===== src/rtl/mpl_pkg.sv =====
// Shared types for the mains period tracking loop.
// Assumes: single clock domain after the input synchroniser.
package mpl_pkg;
    // Event strobes raised by the loop, one bit per source.
    typedef struct packed {
        logic wrap;   // counter returned to zero
        logic cap;    // zero crossing captured
    } mpl_evt_t;
endpackage


===== src/rtl/mpl_zc_sync.sv =====
// Zero-crossing input conditioner: a chain of STAGES flops followed by a
// falling-edge detector.
// Assumes: STAGES >= 2. The chain resets low, so a line that is already high
// at reset release is seen as a rising edge and starts no capture.
module mpl_zc_sync #(
    parameter int STAGES = 2
) (
    input  logic clk,
    input  logic rst_n,
    input  logic zc_i,
    output logic fall_o
);
    logic [STAGES-1:0] chain_q;
    logic              last_q;

    genvar g;
    generate
        for (g = 0; g < STAGES; g++) begin : g_stage
            if (g == 0) begin : g_first
                // Purpose: first sampling flop on the asynchronous input.
                always_ff @(posedge clk) begin
                    if (!rst_n) chain_q[0] <= 1'b0;
                    else        chain_q[0] <= zc_i;
                end
            end else begin : g_next
                // Purpose: further resolution stage.
                always_ff @(posedge clk) begin
                    if (!rst_n) chain_q[g] <= 1'b0;
                    else        chain_q[g] <= chain_q[g-1];
                end
            end
        end
    endgenerate

    // Purpose: remember the previous synchronised level for edge detection.
    always_ff @(posedge clk) begin
        if (!rst_n) last_q <= 1'b0;
        else        last_q <= chain_q[STAGES-1];
    end

    // Purpose: a high-to-low step on the synchronised level is a falling crossing.
    always_comb fall_o = last_q & ~chain_q[STAGES-1];
endmodule


===== src/rtl/mpl_timer.sv =====
// Free-running period counter. It counts 0..period-1 and adopts the pending
// period only at the wrap, so a period change never cuts a cycle short.
// Assumes: next_period_i >= 2.
module mpl_timer #(
    parameter int CNT_W      = 16,
    parameter int REF_PERIOD = 3333
) (
    input  logic             clk,
    input  logic             rst_n,
    input  logic [CNT_W-1:0] next_period_i,
    output logic [CNT_W-1:0] cnt_o,
    output logic [CNT_W-1:0] period_o,
    output logic             wrap_o
);
    localparam logic [CNT_W-1:0] REF_V = CNT_W'(REF_PERIOD);

    logic at_end;

    // Purpose: detect the last count of the current period.
    always_comb at_end = (cnt_o == period_o - CNT_W'(1));

    // Purpose: advance the counter, and on the wrap load the pending period.
    always_ff @(posedge clk) begin
        if (!rst_n) begin
            cnt_o    <= '0;
            period_o <= REF_V;
            wrap_o   <= 1'b0;
        end else if (at_end) begin
            cnt_o    <= '0;
            period_o <= next_period_i;
            wrap_o   <= 1'b1;
        end else begin
            cnt_o    <= cnt_o + CNT_W'(1);
            wrap_o   <= 1'b0;
        end
    end
endmodule


===== src/rtl/mpl_period_calc.sv =====
// Capture and correction path. On a falling crossing it stores the counter
// value, forms the wrapped signed phase error, scales it with an arithmetic
// shift, adds the reference period and clamps the result.
// Assumes: the reference period plus its clamp margin fits in CNT_W bits.
module mpl_period_calc #(
    parameter int CNT_W        = 16,
    parameter int REF_PERIOD   = 3333,
    parameter int TARGET_PHASE = 0,
    parameter int ERR_SHIFT    = 3,
    parameter int CLAMP_SHIFT  = 3
) (
    input  logic             clk,
    input  logic             rst_n,
    input  logic             fall_i,
    input  logic [CNT_W-1:0] cnt_i,
    input  logic [CNT_W-1:0] period_i,
    output logic [CNT_W-1:0] cap_o,
    output logic             cap_evt_o,
    output logic [CNT_W-1:0] next_o
);
    localparam int EW     = CNT_W + 2;
    localparam int HALF   = REF_PERIOD / 2;
    localparam int MARGIN = REF_PERIOD >> CLAMP_SHIFT;
    localparam logic signed [EW-1:0] REF_S  = EW'(REF_PERIOD);
    localparam logic signed [EW-1:0] TGT_S  = EW'(TARGET_PHASE);
    localparam logic signed [EW-1:0] HALF_S = EW'(HALF);
    localparam logic signed [EW-1:0] LO_S   = EW'(REF_PERIOD - MARGIN);
    localparam logic signed [EW-1:0] HI_S   = EW'(REF_PERIOD + MARGIN);

    logic signed [EW-1:0] raw_err;
    logic signed [EW-1:0] err;
    logic signed [EW-1:0] corr;
    logic signed [EW-1:0] sum;
    logic [CNT_W-1:0]     clamped;

    // Purpose: raw phase error of the counter value against the target.
    always_comb raw_err = $signed({2'b00, cnt_i}) - TGT_S;

    // Purpose: fold the error into the half-period window around the target.
    always_comb begin
        if (raw_err >= HALF_S)
            err = raw_err - $signed({2'b00, period_i});
        else if (raw_err < -HALF_S)
            err = raw_err + $signed({2'b00, period_i});
        else
            err = raw_err;
    end

    // Purpose: scale the error and add it to the reference period.
    always_comb begin
        corr = err >>> ERR_SHIFT;
        sum  = REF_S + corr;
    end

    // Purpose: keep the corrected period inside the allowed window.
    always_comb begin
        if (sum < LO_S)      clamped = LO_S[CNT_W-1:0];
        else if (sum > HI_S) clamped = HI_S[CNT_W-1:0];
        else                 clamped = sum[CNT_W-1:0];
    end

    // Purpose: register capture, pending period and capture strobe.
    always_ff @(posedge clk) begin
        if (!rst_n) begin
            cap_o     <= '0;
            next_o    <= CNT_W'(REF_PERIOD);
            cap_evt_o <= 1'b0;
        end else begin
            cap_evt_o <= fall_i;
            if (fall_i) begin
                cap_o  <= cnt_i;
                next_o <= clamped;
            end
        end
    end
endmodule


===== src/rtl/mains_period_lock.sv =====
// Top of the mains period tracking loop: input conditioner, period counter
// and correction path. The pending period feeds back into the counter, and
// the counter value feeds forward into the capture.
// Assumes: clk is the timer tick (1 MHz by default sizing) and zc_i is a
// clean square wave whose falling edge marks the line crossing.
module mains_period_lock
    import mpl_pkg::*;
#(
    parameter int CNT_W        = 16,
    parameter int REF_PERIOD   = 3333,
    parameter int TARGET_PHASE = 0,
    parameter int ERR_SHIFT    = 3,
    parameter int CLAMP_SHIFT  = 3,
    parameter int SYNC_STAGES  = 2
) (
    input  logic             clk,
    input  logic             rst_n,
    input  logic             zc_i,
    output logic [CNT_W-1:0] cnt_o,
    output logic [CNT_W-1:0] period_o,
    output logic [CNT_W-1:0] next_period_o,
    output logic [CNT_W-1:0] cap_value_o,
    output logic             wrap_evt_o,
    output logic             cap_evt_o
);
    mpl_evt_t   evt;
    logic       zc_fall;
    logic [CNT_W-1:0] cnt_w;
    logic [CNT_W-1:0] period_w;
    logic [CNT_W-1:0] next_w;

    mpl_zc_sync #(.STAGES(SYNC_STAGES)) u_sync (
        .clk    (clk),
        .rst_n  (rst_n),
        .zc_i   (zc_i),
        .fall_o (zc_fall)
    );

    mpl_timer #(.CNT_W(CNT_W), .REF_PERIOD(REF_PERIOD)) u_timer (
        .clk           (clk),
        .rst_n         (rst_n),
        .next_period_i (next_w),
        .cnt_o         (cnt_w),
        .period_o      (period_w),
        .wrap_o        (evt.wrap)
    );

    mpl_period_calc #(
        .CNT_W        (CNT_W),
        .REF_PERIOD   (REF_PERIOD),
        .TARGET_PHASE (TARGET_PHASE),
        .ERR_SHIFT    (ERR_SHIFT),
        .CLAMP_SHIFT  (CLAMP_SHIFT)
    ) u_calc (
        .clk       (clk),
        .rst_n     (rst_n),
        .fall_i    (zc_fall),
        .cnt_i     (cnt_w),
        .period_i  (period_w),
        .cap_o     (cap_value_o),
        .cap_evt_o (evt.cap),
        .next_o    (next_w)
    );

    // Purpose: drive the block outputs from the internal nets.
    always_comb begin
        cnt_o         = cnt_w;
        period_o      = period_w;
        next_period_o = next_w;
        wrap_evt_o    = evt.wrap;
        cap_evt_o     = evt.cap;
    end
endmodule


===== config.mk =====
export PLATFORM = sky130hd
export DESIGN_NAME = mains_period_lock
export DESIGN_NICKNAME = d
export VERILOG_FILES = /design/src/rtl/mpl_pkg.sv /design/src/rtl/mpl_zc_sync.sv /design/src/rtl/mpl_timer.sv /design/src/rtl/mpl_period_calc.sv /design/src/rtl/mains_period_lock.sv
export SDC_FILE = /design/constraint.sdc
export NUM_CORES = 1
export LEC_CHECK = 0
export ABC_CLOCK_PERIOD_IN_PS = 6000
export BUFFER_PORTS_ARGS = -buffer_cell sky130_fd_sc_hd__buf_2
export CORE_MARGIN = 4
export CORE_UTILIZATION = 45
export DETAILED_ROUTE_END_ITERATION = 10
export PLACE_DENSITY = 0.62
export SLEW_MARGIN = 20
export SYNTH_ARGS = -nofsm -noshare
export SYNTH_HDL_FRONTEND = slang
export SYNTH_SLANG_ARGS = --single-unit

===== constraint.sdc =====
create_clock -name clk -period 6 [get_ports clk]
set_input_delay 1.2 -clock clk [delete_from_list [all_inputs] [get_ports clk]]
set_output_delay 1.2 -clock clk [all_outputs]
set_load 0.05 [all_outputs]

After elaboration in Yosys (flattened, before gate mapping)

Cells that the tools add are included.

Register bits: 69
Latch bits: 0
Memory bits (writable): 0
Memory bits (read-only): 0
Bits of input ports: 3
Logic and storage cells: 28
Memories kept: 0

$add $sub $neg: 5
Multipliers: 0
Divide/modulo/power cells: 0
$lt $le $gt $ge: 4
Equality and inequality tests: 1
Shifts and indexed selects: 0
Multiplexer cells: 5
Bitwise operators: 3
Reduce and logical (&&, ||, !) cells: 1

Operator list:

| cell                                                                | count |
|---|---|
| 2-to-1 mux 18 bit                                                   | 2 |
| 2-to-1 mux 16 bit                                                   | 2 |
| > comparator 18 x 13 -> 1 bit, second input constant                | 1 |
| less-than comparator 18 x 13 -> 1 bit, second input constant        | 1 |
| adder 16 x 16 -> 17 bit                                             | 1 |
| less-than comparator 17 x 12 -> 1 bit, second input constant        | 1 |
| subtractor 16 x 16 -> 17 bit                                        | 1 |
| adder 13 x 15 -> 16 bit, first input constant                       | 1 |
| adder 16 x 1 -> 16 bit, second input constant                       | 1 |
| == test 16 bit                                                      | 1 |
| greater-or-equal comparator 16 x 11 -> 1 bit, second input constant | 1 |
| subtractor 16 x 1 -> 16 bit, second input constant                  | 1 |
| inverter 1 bit                                                      | 2 |
| OR reduction 2 bit                                                  | 1 |
| AND 1 bit                                                           | 1 |
| 2-to-1 mux 1 bit                                                    | 1 |

Logic depth before layout (Yosys ltp)

Gate-level depths: netlist of the first run.

Word-level depth: 7
Gate-level depth with buffers: 20
Gate-level depth less buffers: 18

Cells and area by module

A second synthesis of the first run with hierarchy kept.

Cells, all modules: 627
Area, all modules: 5,226.3 um^2

Modules (own cells, without submodules):

| module          | instances | cells each | area each (um^2) | sequential area each (um^2) |
|---|---|---|---|---|
| mpl_period_calc | 1         | 389        | 3,114.2          | 660.6 |
| mpl_timer       | 1         | 231        | 2,023.2          | 660.6 |
| mpl_zc_sync     | 1         | 7          | 88.8             | 60.1 |

Worst setup path before layout of the first run

OpenSTA, ideal clock, no wires.

Path kind: reg-to-reg
Start point: register u_timer.cnt_o[1]
End point: register u_calc.next_o[0]
Library setup time: 0.122 ns
Arrival: 4.265 ns
Setup slack: 1.613 ns
Cell stages (with the launch flop): 20
Path buffers: 3
Cell sequence: dfxtp_1 > ha_1 > nor4_1 > a21o_1 > and2_4 > buf_12 > buf_4 > buf_2 > nand2_1 > nand2_1 > ha_1 > a31oi_1 > o31ai_2 > nor3_1 > mux2i_1 > or3_1 > a221o_1 > a31o_1 > o21bai_4 > o32a_1

Longest elaborated chain between the ends: 7
Elaborated cells on any way between the ends: 11
Those cells by class: add/sub: 3; order compare: 4; mux: 4

Ends and longest elaborated chain:

| item                                                                                    | line                                         | source |
|---|---|---|
| start: declaration                                                                      | mpl_timer.sv:11                              | `output logic [CNT_W-1:0] cnt_o,` |
| start signal: assignment                                                                | mpl_timer.sv:33                              | `cnt_o <= cnt_o + CNT_W'(1);` |
| adder 16 x 16 -> 17 bit / less-than comparator 17 x 12 -> 1 bit (equally long branches) | mpl_period_calc.sv:44, mpl_period_calc.sv:43 |  |
| 2-to-1 mux 18 bit                                                                       | mpl_period_calc.sv:43                        | `else if (raw_err < -HALF_S)` |
| 2-to-1 mux 18 bit *                                                                     | mpl_period_calc.sv:41                        | `if (raw_err >= HALF_S)` |
| adder 13 x 15 -> 16 bit *                                                               | mpl_period_calc.sv:52                        | `sum = REF_S + corr;` |
| > comparator 18 x 13 -> 1 bit                                                           | mpl_period_calc.sv:58                        | `else if (sum > HI_S) clamped = HI_S[CNT_W-1:0];` |
| 2-to-1 mux 16 bit                                                                       | mpl_period_calc.sv:58                        |  |
| 2-to-1 mux 16 bit *                                                                     | mpl_period_calc.sv:57                        | `if (sum < LO_S) clamped = LO_S[CNT_W-1:0];` |
| end signal: assignment                                                                  | mpl_period_calc.sv:66                        | `next_o <= CNT_W'(REF_PERIOD);` |
| end signal: assignment                                                                  | mpl_period_calc.sv:72                        | `next_o <= clamped;` |
| end: declaration                                                                        | mpl_period_calc.sv:19                        | `output logic [CNT_W-1:0] next_o` |

Mark *: on every way between the ends. The rest lies on a longest branch, timed or not.
A chain may end at the register's enable or synchronous reset.

Worst setup path in the final report of the first run

Start point: register u_timer.cnt_o[0]
End point: register u_calc.next_o[2]

The elaborated chain is that of the path after synthesis.

==> flow_summary.ini, run 1 <==
[run_status]
status = finished, final reports clean

[timing]
setup_viol = 0
fin_worst_skew_ns = 0.0134
fin_ws_ns = 1.51
tns_ns = 0
hold_viol = 0
worst_pin_slew_ns = 0.986
slew_headroom = 0.342
layout_min_cycle_time_ns = 4.49
rsz0062_at_grt = no
slew_violations = 0
fmax_mhz = 223
hold_ws_ns = 0.441
post-route-period-util = 0.749

[logic_synthesis]
syn_inst = 620
synth_warnings = 0
synth_cell_types = 82
postSynth.asyncResetShare = 0
avgSynthCellArea_um2 = 7.92
syn_nets = 645
synth_seq_cells = 69
synth-edff-count = 0
syn_area_um2 = 4910
yosysSeqAreaShare = 0.281
synth_ff_type = dfxtp_1

[finish]
drive_above_1_share = 0.170
antenna_cells = 0
layout.nets = 691
syn2layout_area_growth_pct = 12.2
post-route-cell-area_um2 = 5510

[drt]
routed_wl_um = 14500
ant_nets = 0
vias = 4833
wl_per_cell_um = 18.0
first_pass_iters = 7
via_per_inst = 5.99
post-route-drc-count = 0
drtIter0Drc = 351

[floorplanning]
rows = 37
die_x_um = 112
core_area_um2 = 10500
pin_count = 69
initial_core_util = 0.469
die_y_um = 112
die_area_um2 = 12600

[global_routing]
antenna_found_initial = 0
grt_pass1_wl_um = 24200
grt_pass1_vias = 4607
grtUsageTotal = 0.232
grt_max_degree = 31
gr-total-overflow = 0

[critical_path]
path_buf_inv = 1
path_common_cell = nand2_1
worstPathRequired_ns = 6.25
cp_top_family = compound AO/OA/AOI/OAI gates
rrSetupSlack_ns = 1.51
crit_arrival_ns = 4.74
cp_slowest_cell = dfxtp_1
path_class = reg2reg
cpPeakStageDelay_ns = 0.46
end_kind = flip-flop
startpoint_type = flip-flop
worstPathCellList = inv_1 -> ha_1 -> nor4_1 -> a21o_1 -> nand2_1 -> nand2_1 -> nand2_1 -> ha_1 -> a31oi_1 -> o31ai_2 -> nor3_1 -> mux2i_1 -> or3_1 -> a221o_1 -> a31o_1 -> o21bai_4 -> o32a_1
path_max_fanout = 17

[placement]
dpl-instance-area_um2 = 5260
dp_slack_ns = 1.57
io_buffers = 68
hpwl_um = 11100
gp_congestion = 0.861

[cts]
post_cts_buffers = 0
cts_resized = 0
cts_root_buffer = clkbuf_8
clock_latency_ns = 0.35
cts_tree = built
cts.sinks = 69
cts_made_buffers = 9
cts_hold_buf = 0
cts_buffer_depth = 2
cts_max_level = 3
clk_pin_slew_ns = 0.08

[power]
power.density_nw_per_um2 = 179
power.leakage_nw = 2.41
peakVddDrop_v = 0.000183

[run]
cap_violations = 0

[worst_hold_path]
holdCritPathClass = reg2reg
## worst reg2reg max path: stages (launching register included)
cell and delay (ns):
dfxtp_1 0.46, inv_1 0.10, ha_1 0.21, nor4_1 0.20, a21o_1 0.25, nand2_1 0.42, nand2_1 0.18, nand2_1 0.12
ha_1 0.26, a31oi_1 0.23, o31ai_2 0.18, nor3_1 0.18, mux2i_1 0.09, or3_1 0.35, a221o_1 0.37, a31o_1 0.25
o21bai_4 0.22, o32a_1 0.34
## kinds of logic after synthesis
group           Yosys count  synth area share
simple gates            238             0.238
compound gates          162             0.245
flops                    69             0.281
buf+inv                  65            0.0594
xor+xnor                 43            0.0767
fa+ha+maj                23            0.0584
mux                      20            0.0410
## registers in the layout (all words and copies together) (netlist names)
name,flops
u_calc.cap_evt_o,1
u_calc.cap_o,16
u_calc.next_o,16
u_sync.chain_q,2
u_sync.last_q,1
u_timer.cnt_o,16
u_timer.period_o,16
u_timer.wrap_o,1
## final cells by class
type | instances | area, um2
multi-input cells | 486 | 3240
clock buffers | 11 | 141
flip-flops and latches | 69 | 1380
clock inverters | 5 | 108
fillers | 1037 | 4950
repair buffers | 71 | 363
well taps | 136 | 170
inverters | 29 | 109
## final timing paths
kind,from,to,depth (start not counted)
setup reg to reg,u_timer.cnt_o[0],u_calc.next_o[2],17
hold reg to reg,u_sync.chain_q[0],u_sync.chain_q[1],1
setup / recovery,u_timer.cnt_o[0],u_calc.next_o[2],17
hold / removal,u_sync.chain_q[0],u_sync.chain_q[1],1
## through the flow
step,power (W),utilization,instances
6_report,0.000985,0.527,807
5_1_grt,0.00102,0.527,807
4_1_cts,0.000997,0.527,807
3_5_place_dp,0.000527,0.503,791
3_3_place_gp,0.000527,0.503,791
2_1_floorplan,0.000514,-,620
## synthesized netlist by cell type (all sizes together), types with 7 or more instances
cell	count	area, um2
nor2	55	214
nor3	19	105
a21oi	40	226
a21o	10	75.1
and3	9	56.3
nand4	9	56.3
xnor2	24	210
ha	22	275
o211ai	10	75.1
o21ai	27	135
and2	13	88.8
inv	29	109
xor2	19	166
or3	7	43.8
nand3	22	110
o31ai	8	65.1
buf	14	100
nand2	81	312
dfxtp	69	1380
mux2i	19	190
a31oi	8	50.1
clkbuf	22	82.6
a211oi	9	77.6
## routing by layer
metal	wire (um)	track usage
met2	6480	0.358
met4	293	0.0769
met1	6910	0.323
met5	0	0
met3	867	0.0501
## placed cells by master (no fill, tap or decap), types with 17 or more instances in the layout
cell,Yosys,final
o21ai_0,25,25
a21oi_1,37,37
dfxtp_1,69,69
xnor2_1,24,24
buf_2,7,68
xor2_1,19,19
nand3_1,22,22
nand2_1,80,80
ha_1,22,22
inv_1,28,28
nor3_1,17,17
mux2i_1,19,19
nor2_1,54,54
## power by group
group	switching [W]	internal (W)
clock network	0.000179	0.000289
logic	0.0000358	0.0000136
registers	0.00000638	0.000461
Power figures use the tool's default switching activity.
==> inputs of run 2 (changes only) <==
--- a/config.mk
+++ b/config.mk
@@ -5,7 +5,7 @@
 export SDC_FILE = /design/constraint.sdc
 export NUM_CORES = 1
 export LEC_CHECK = 0
-export ABC_CLOCK_PERIOD_IN_PS = 6000
+export ABC_CLOCK_PERIOD_IN_PS = 4700
 export BUFFER_PORTS_ARGS = -buffer_cell sky130_fd_sc_hd__buf_2
 export CORE_MARGIN = 4
 export CORE_UTILIZATION = 45
==> constraint.sdc (replaced) <==
create_clock -name clk -period 4.7 [get_ports clk]
set_input_delay 0.94 -clock clk [delete_from_list [all_inputs] [get_ports clk]]
set_output_delay 0.94 -clock clk [all_outputs]
set_load 0.05 [all_outputs]
==> flow_summary.ini, run 2 (synthesis results as in run 1) <==
[run_status]
status = finished, final reports clean

[timing]
rsz0062_at_grt = no
setup_viol = 0
worst_pin_slew_ns = 1.02
hold_viol = 0
slew_violations = 0
fmax_mhz = 223
fin_worst_skew_ns = 0.00707
post-route-period-util = 0.953
layout_min_cycle_time_ns = 4.48
tns_ns = 0
slew_headroom = 0.322
hold_ws_ns = 0.438

[drt]
vias = 4888
ant_nets = 0
post-route-drc-count = 0
drtIter0Drc = 299
via_per_inst = 5.92
routed_wl_um = 15000
first_pass_iters = 5
wl_per_cell_um = 18.2

[critical_path]
startpoint_type = flip-flop
cp_top_family = compound AO/OA/AOI/OAI gates
crit_arrival_ns = 4.72
path_class = reg2reg
worstPathCellList = inv_1 -> ha_1 -> o21a_1 -> o31a_1 -> nor2_1 -> xnor2_1 -> nand2_1 -> nand2_1 -> ha_1 -> a31oi_1 -> o31ai_2 -> nor3_1 -> mux2i_1 -> or3_1 -> a221o_1 -> a31o_1 -> o21bai_4 -> o32a_1
cp_slowest_cell = dfxtp_1
path_max_fanout = 8
path_buf_inv = 1
end_kind = flip-flop
worstPathRequired_ns = 4.94
cpPeakStageDelay_ns = 0.53

[cts]
cts_made_buffers = 9
cts_max_level = 3
cts_hold_buf = 0
cts_tree = built
cts_resized = 0
cts_root_buffer = clkbuf_8
cts.sinks = 69
clk_pin_slew_ns = 0.08
clock_latency_ns = 0.35
post_cts_buffers = 0
cts_buffer_depth = 2

[floorplanning]
initial_core_util = 0.469
core_area_um2 = 10500
die_area_um2 = 12600
pin_count = 69
die_x_um = 112
rows = 37
die_y_um = 112

[finish]
antenna_cells = 0
mostFrequentLayoutCells = 80 x nand2_1, 69 x dfxtp_1, 68 x buf_2
final_common_cell = nand2_1
syn2layout_area_growth_pct = 14.1
post-route-cell-area_um2 = 5600
layout.nets = 709
drive_above_1_share = 0.189
final_util = 0.536

[global_routing]
antenna_found_initial = 0
grt_pass1_vias = 4648
grt_max_degree = 31
grtUsageTotal = 0.234
gr-total-overflow = 0
grt_pass1_wl_um = 24100

[worst_hold_path]
holdCritPathClass = reg2reg

[placement]
dpl-instance-area_um2 = 5400
io_buffers = 68
gp_congestion = 0.935
hpwl_um = 11600

[power]
power.density_nw_per_um2 = 212
power.leakage_nw = 2.48
peakVddDrop_v = 0.000187

[run]
cap_violations = 0
run 2: final cells by class:
cell class | count | area, um2
timing repair buffer | 89 | 498
clock inverter | 4 | 72.6
tap | 136 | 170
inverter | 29 | 109
sequential | 69 | 1380
fill | 1048 | 4860
clock buffer | 12 | 135
multi-input combinational | 486 | 3240
run 2: report_power, final:
group          switching (W)  internal [W]
clock network       0.000229      0.000299
registers         0.00000772      0.000589
logic              0.0000460     0.0000177
run 2: worst paths after layout:
kind | startpoint | slack, ns | cells past startpoint | end
max reg2reg | u_timer.period_o[3] | 0.22 | 18 | u_calc.next_o[2]
max | u_timer.period_o[3] | 0.22 | 18 | u_calc.next_o[2]
min | u_sync.chain_q[0] | 0.44 | 1 | u_sync.chain_q[1]
min reg2reg | u_sync.chain_q[0] | 0.44 | 1 | u_sync.chain_q[1]
run 2: routing by layer:
| metal | up-vias | GRT usage | routed length [um] |
|---|---|---|---|
| met1 | 2325 | 0.324 | 7000 |
| met5 | - | 0 | 0 |
| met2 | 183 | 0.371 | 6810 |
| li1 | 2358 | - | - |
| met4 | 0 | 0.0689 | 216 |
| met3 | 22 | 0.0431 | 977 |
run 2: per-stage QoR:
step / power, W / worst slack (ns) / cells
after floorplan: 0.000656 / 0.313 / 620
after global placement: 0.000673 / 0.437 / 809
after detailed placement: 0.000673 / 0.344 / 809
after CTS: 0.00120 / 0.308 / 825
after global routing: 0.00123 / 0.0163 / 825
final: 0.00119 / 0.222 / 825
==> inputs of run 3 (changes only) <==
--- a/config.mk
+++ b/config.mk
@@ -5,12 +5,13 @@
 export SDC_FILE = /design/constraint.sdc
 export NUM_CORES = 1
 export LEC_CHECK = 0
+export ABC_AREA = 1
 export ABC_CLOCK_PERIOD_IN_PS = 4700
 export BUFFER_PORTS_ARGS = -buffer_cell sky130_fd_sc_hd__buf_2
 export CORE_MARGIN = 4
-export CORE_UTILIZATION = 45
+export CORE_UTILIZATION = 25
 export DETAILED_ROUTE_END_ITERATION = 10
-export PLACE_DENSITY = 0.62
+export PLACE_DENSITY = 0.38
 export SLEW_MARGIN = 20
 export SYNTH_ARGS = -nofsm -noshare
 export SYNTH_HDL_FRONTEND = slang
==> flow_summary.ini, run 3 <==
[drt]
met1Wirelength_um = 7680
drtIter0Drc = 248
routed_wl_um = 16400
wl_met2_um = 7840
routed.top_layer = met4
post-route-drc-count = 0
met3_length_um = 574
via_per_inst = 4.44
first_pass_iters = 4
vias = 4775
wl_per_cell_um = 15.2
ant_nets = 0

[finish]
drive_above_1_share = 0.180
mostFrequentLayoutCells = 186 x nand2_1, 118 x inv_1, 69 x dfxtp_1
final_common_cell = nand2_1
syn2layout_area_growth_pct = 19.4
layout.cells.non_filler = 1076
layout.nets = 836
antenna_cells = 0

[floorplanning]
core_area_um2 = 18800
die_area_um2 = 21600
die_x_um = 147
pin_count = 69
rows = 50
die_y_um = 147
initial_core_util = 0.256

[logic_synthesis]
postSynth.asyncResetShare = 0
synth_seq_cells = 69
synthTopCellsByArea = dfxtp_1 29%, nand2_1 14%, inv_1 9.2%, ha_1 5.7%, nand3_1 5.4%
avgSynthCellArea_um2 = 6.49
synth_top_area_share = 0.286
synth_common_cells = 186 x nand2_1, 118 x inv_1, 69 x dfxtp_1
synth_cell_types = 41
syn_area_um2 = 4820
synth_ff_type = dfxtp_1
synth-edff-count = 0
synth_warnings = 0
yosysSeqAreaShare = 0.286
yosysMostFrequentCell = nand2_1
syn_nets = 768
syn_inst = 743
yosysTopAreaCell = dfxtp_1

[power]
power.density_nw_per_um2 = 253
peakVddDrop_v = 0.000197
power.leakage_nw = 2.98

[cts]
cts.sinks = 69
cts_max_level = 3
cts_resized = 0
clock_latency_ns = 0.33
clk_pin_slew_ns = 0.06
cts_hold_buf = 0
post_cts_buffers = 0
cts_tree = built
cts_buffer_depth = 2
cts_made_buffers = 9
cts_root_buffer = clkbuf_16

[placement]
gp_congestion = 0.861
dp.cells = 1060
io_buffers = 68
hpwl_um = 13400

[worst_hold_path]
min_from = u_sync.chain_q[0]
holdCritPathClass = reg2reg
hold_depth = 2
min_to = u_sync.chain_q[1]

[critical_path]
crit_arrival_ns = 3.91
rrSetupSlack_ns = 1.01
path_max_fanout = 18
end_kind = flip-flop
startpoint_type = flip-flop
r2r-start = u_timer.cnt_o[1]
path_class = reg2reg
worstPathRequired_ns = 4.92
rr_endpoint = u_calc.next_o[0]
rr_worst_depth = 21

[global_routing]
grtUsageTotal = 0.156
grt_max_degree = 37
antenna_found_initial = 0
grt_pass1_wl_um = 26600
gr-total-overflow = 0
grt_pass1_vias = 4836

[timing]
fmax_mhz = 271
tns_ns = 0
setup_viol = 0
rsz0062_at_grt = no
slew_violations = 0
layout_min_cycle_time_ns = 3.69
slew_headroom = 0.543
worst_pin_slew_ns = 0.682
fin_worst_skew_ns = 0.0104
hold_viol = 0
post-route-period-util = 0.785

[run]
cap_violations = 0

[run_status]
status = finished, final reports clean
## run 3: per-stage QoR
stage               power, W  worst slack (ns)   util  instance area, um2  hold WS, ns
floorplan           0.000682              1.46      -                4820        0.390
global placement    0.000706              1.09  0.288                5420        0.410
detailed placement  0.000706              1.01  0.288                5420        0.408
CTS                  0.00147             0.962  0.306                5760        0.425
global route         0.00151             0.649  0.306                5760        0.444
finish               0.00145              1.01  0.306                5760        0.419
## run 3: cell type report
cell class              count  area, um2
clock buffers              11        253
clock inverters             5       81.3
fillers                  2110      13100
inverters                 127        477
multi-input cells         534       2880
flip-flops and latches     69       1380
well taps                 260        325
repair buffers             70        355
## run 3: how the worst max path moves through the flow
| stage | slack (ns) | to | depth (start not counted) | from |
|---|---|---|---|---|
| floorplan | 1.46 | u_calc.next_o[2] | 27 | u_timer.cnt_o[0] |
| global placement | 1.09 | u_calc.next_o[0] | 21 | u_timer.cnt_o[1] |
| detailed placement | 1.01 | u_calc.next_o[2] | 21 | u_timer.cnt_o[1] |
| CTS | 0.96 | u_calc.next_o[0] | 21 | u_timer.cnt_o[1] |
| global route | 0.65 | u_calc.next_o[2] | 21 | u_timer.cnt_o[1] |
| finish | 1.01 | u_calc.next_o[0] | 21 | u_timer.cnt_o[1] |
## run 3: power by group
part / internal (W) / switching, W
Clock: 0.000495 / 0.000267
Sequential: 0.000595 / 0.00000862
Combinational: 0.0000203 / 0.0000684
## run 3: cell families (layout without fill, tap and decap cells)
kind of cell | after synthesis | in the layout | share of synthesized area
fa+ha+maj | 22 | 22 | 0.0571
compound gates | 90 | 90 | 0.104
buf+inv | 140 | 213 | 0.116
flops | 69 | 69 | 0.286
xor+xnor | 33 | 33 | 0.0599
simple gates | 389 | 389 | 0.377
## run 3: layer usage
metal / vias to the layer above / global-route usage
li1: 2490 / -
met1: 2199 / 0.198
met2: 76 / 0.270
met3: 10 / 0.0287
met4: 0 / 0.0429
met5: - / 0
## run 3: worst max-delay path, stage by stage (launching register included)
cell	delay, ns
dfxtp_1	0.51
ha_1	0.21
inv_1	0.04
nand2_1	0.08
o21ai_2	0.10
a21oi_4	0.53
nand2_1	0.15
nand2_2	0.15
ha_1	0.18
inv_1	0.05
nand3_2	0.09
nand3_2	0.13
o21ai_0	0.19
nand2_1	0.18
nor2_2	0.21
nand4_1	0.10
nor2_1	0.16
a21oi_2	0.10
nand2_4	0.12
nand2_1	0.08
o21ai_1	0.13
nand2_1	0.07
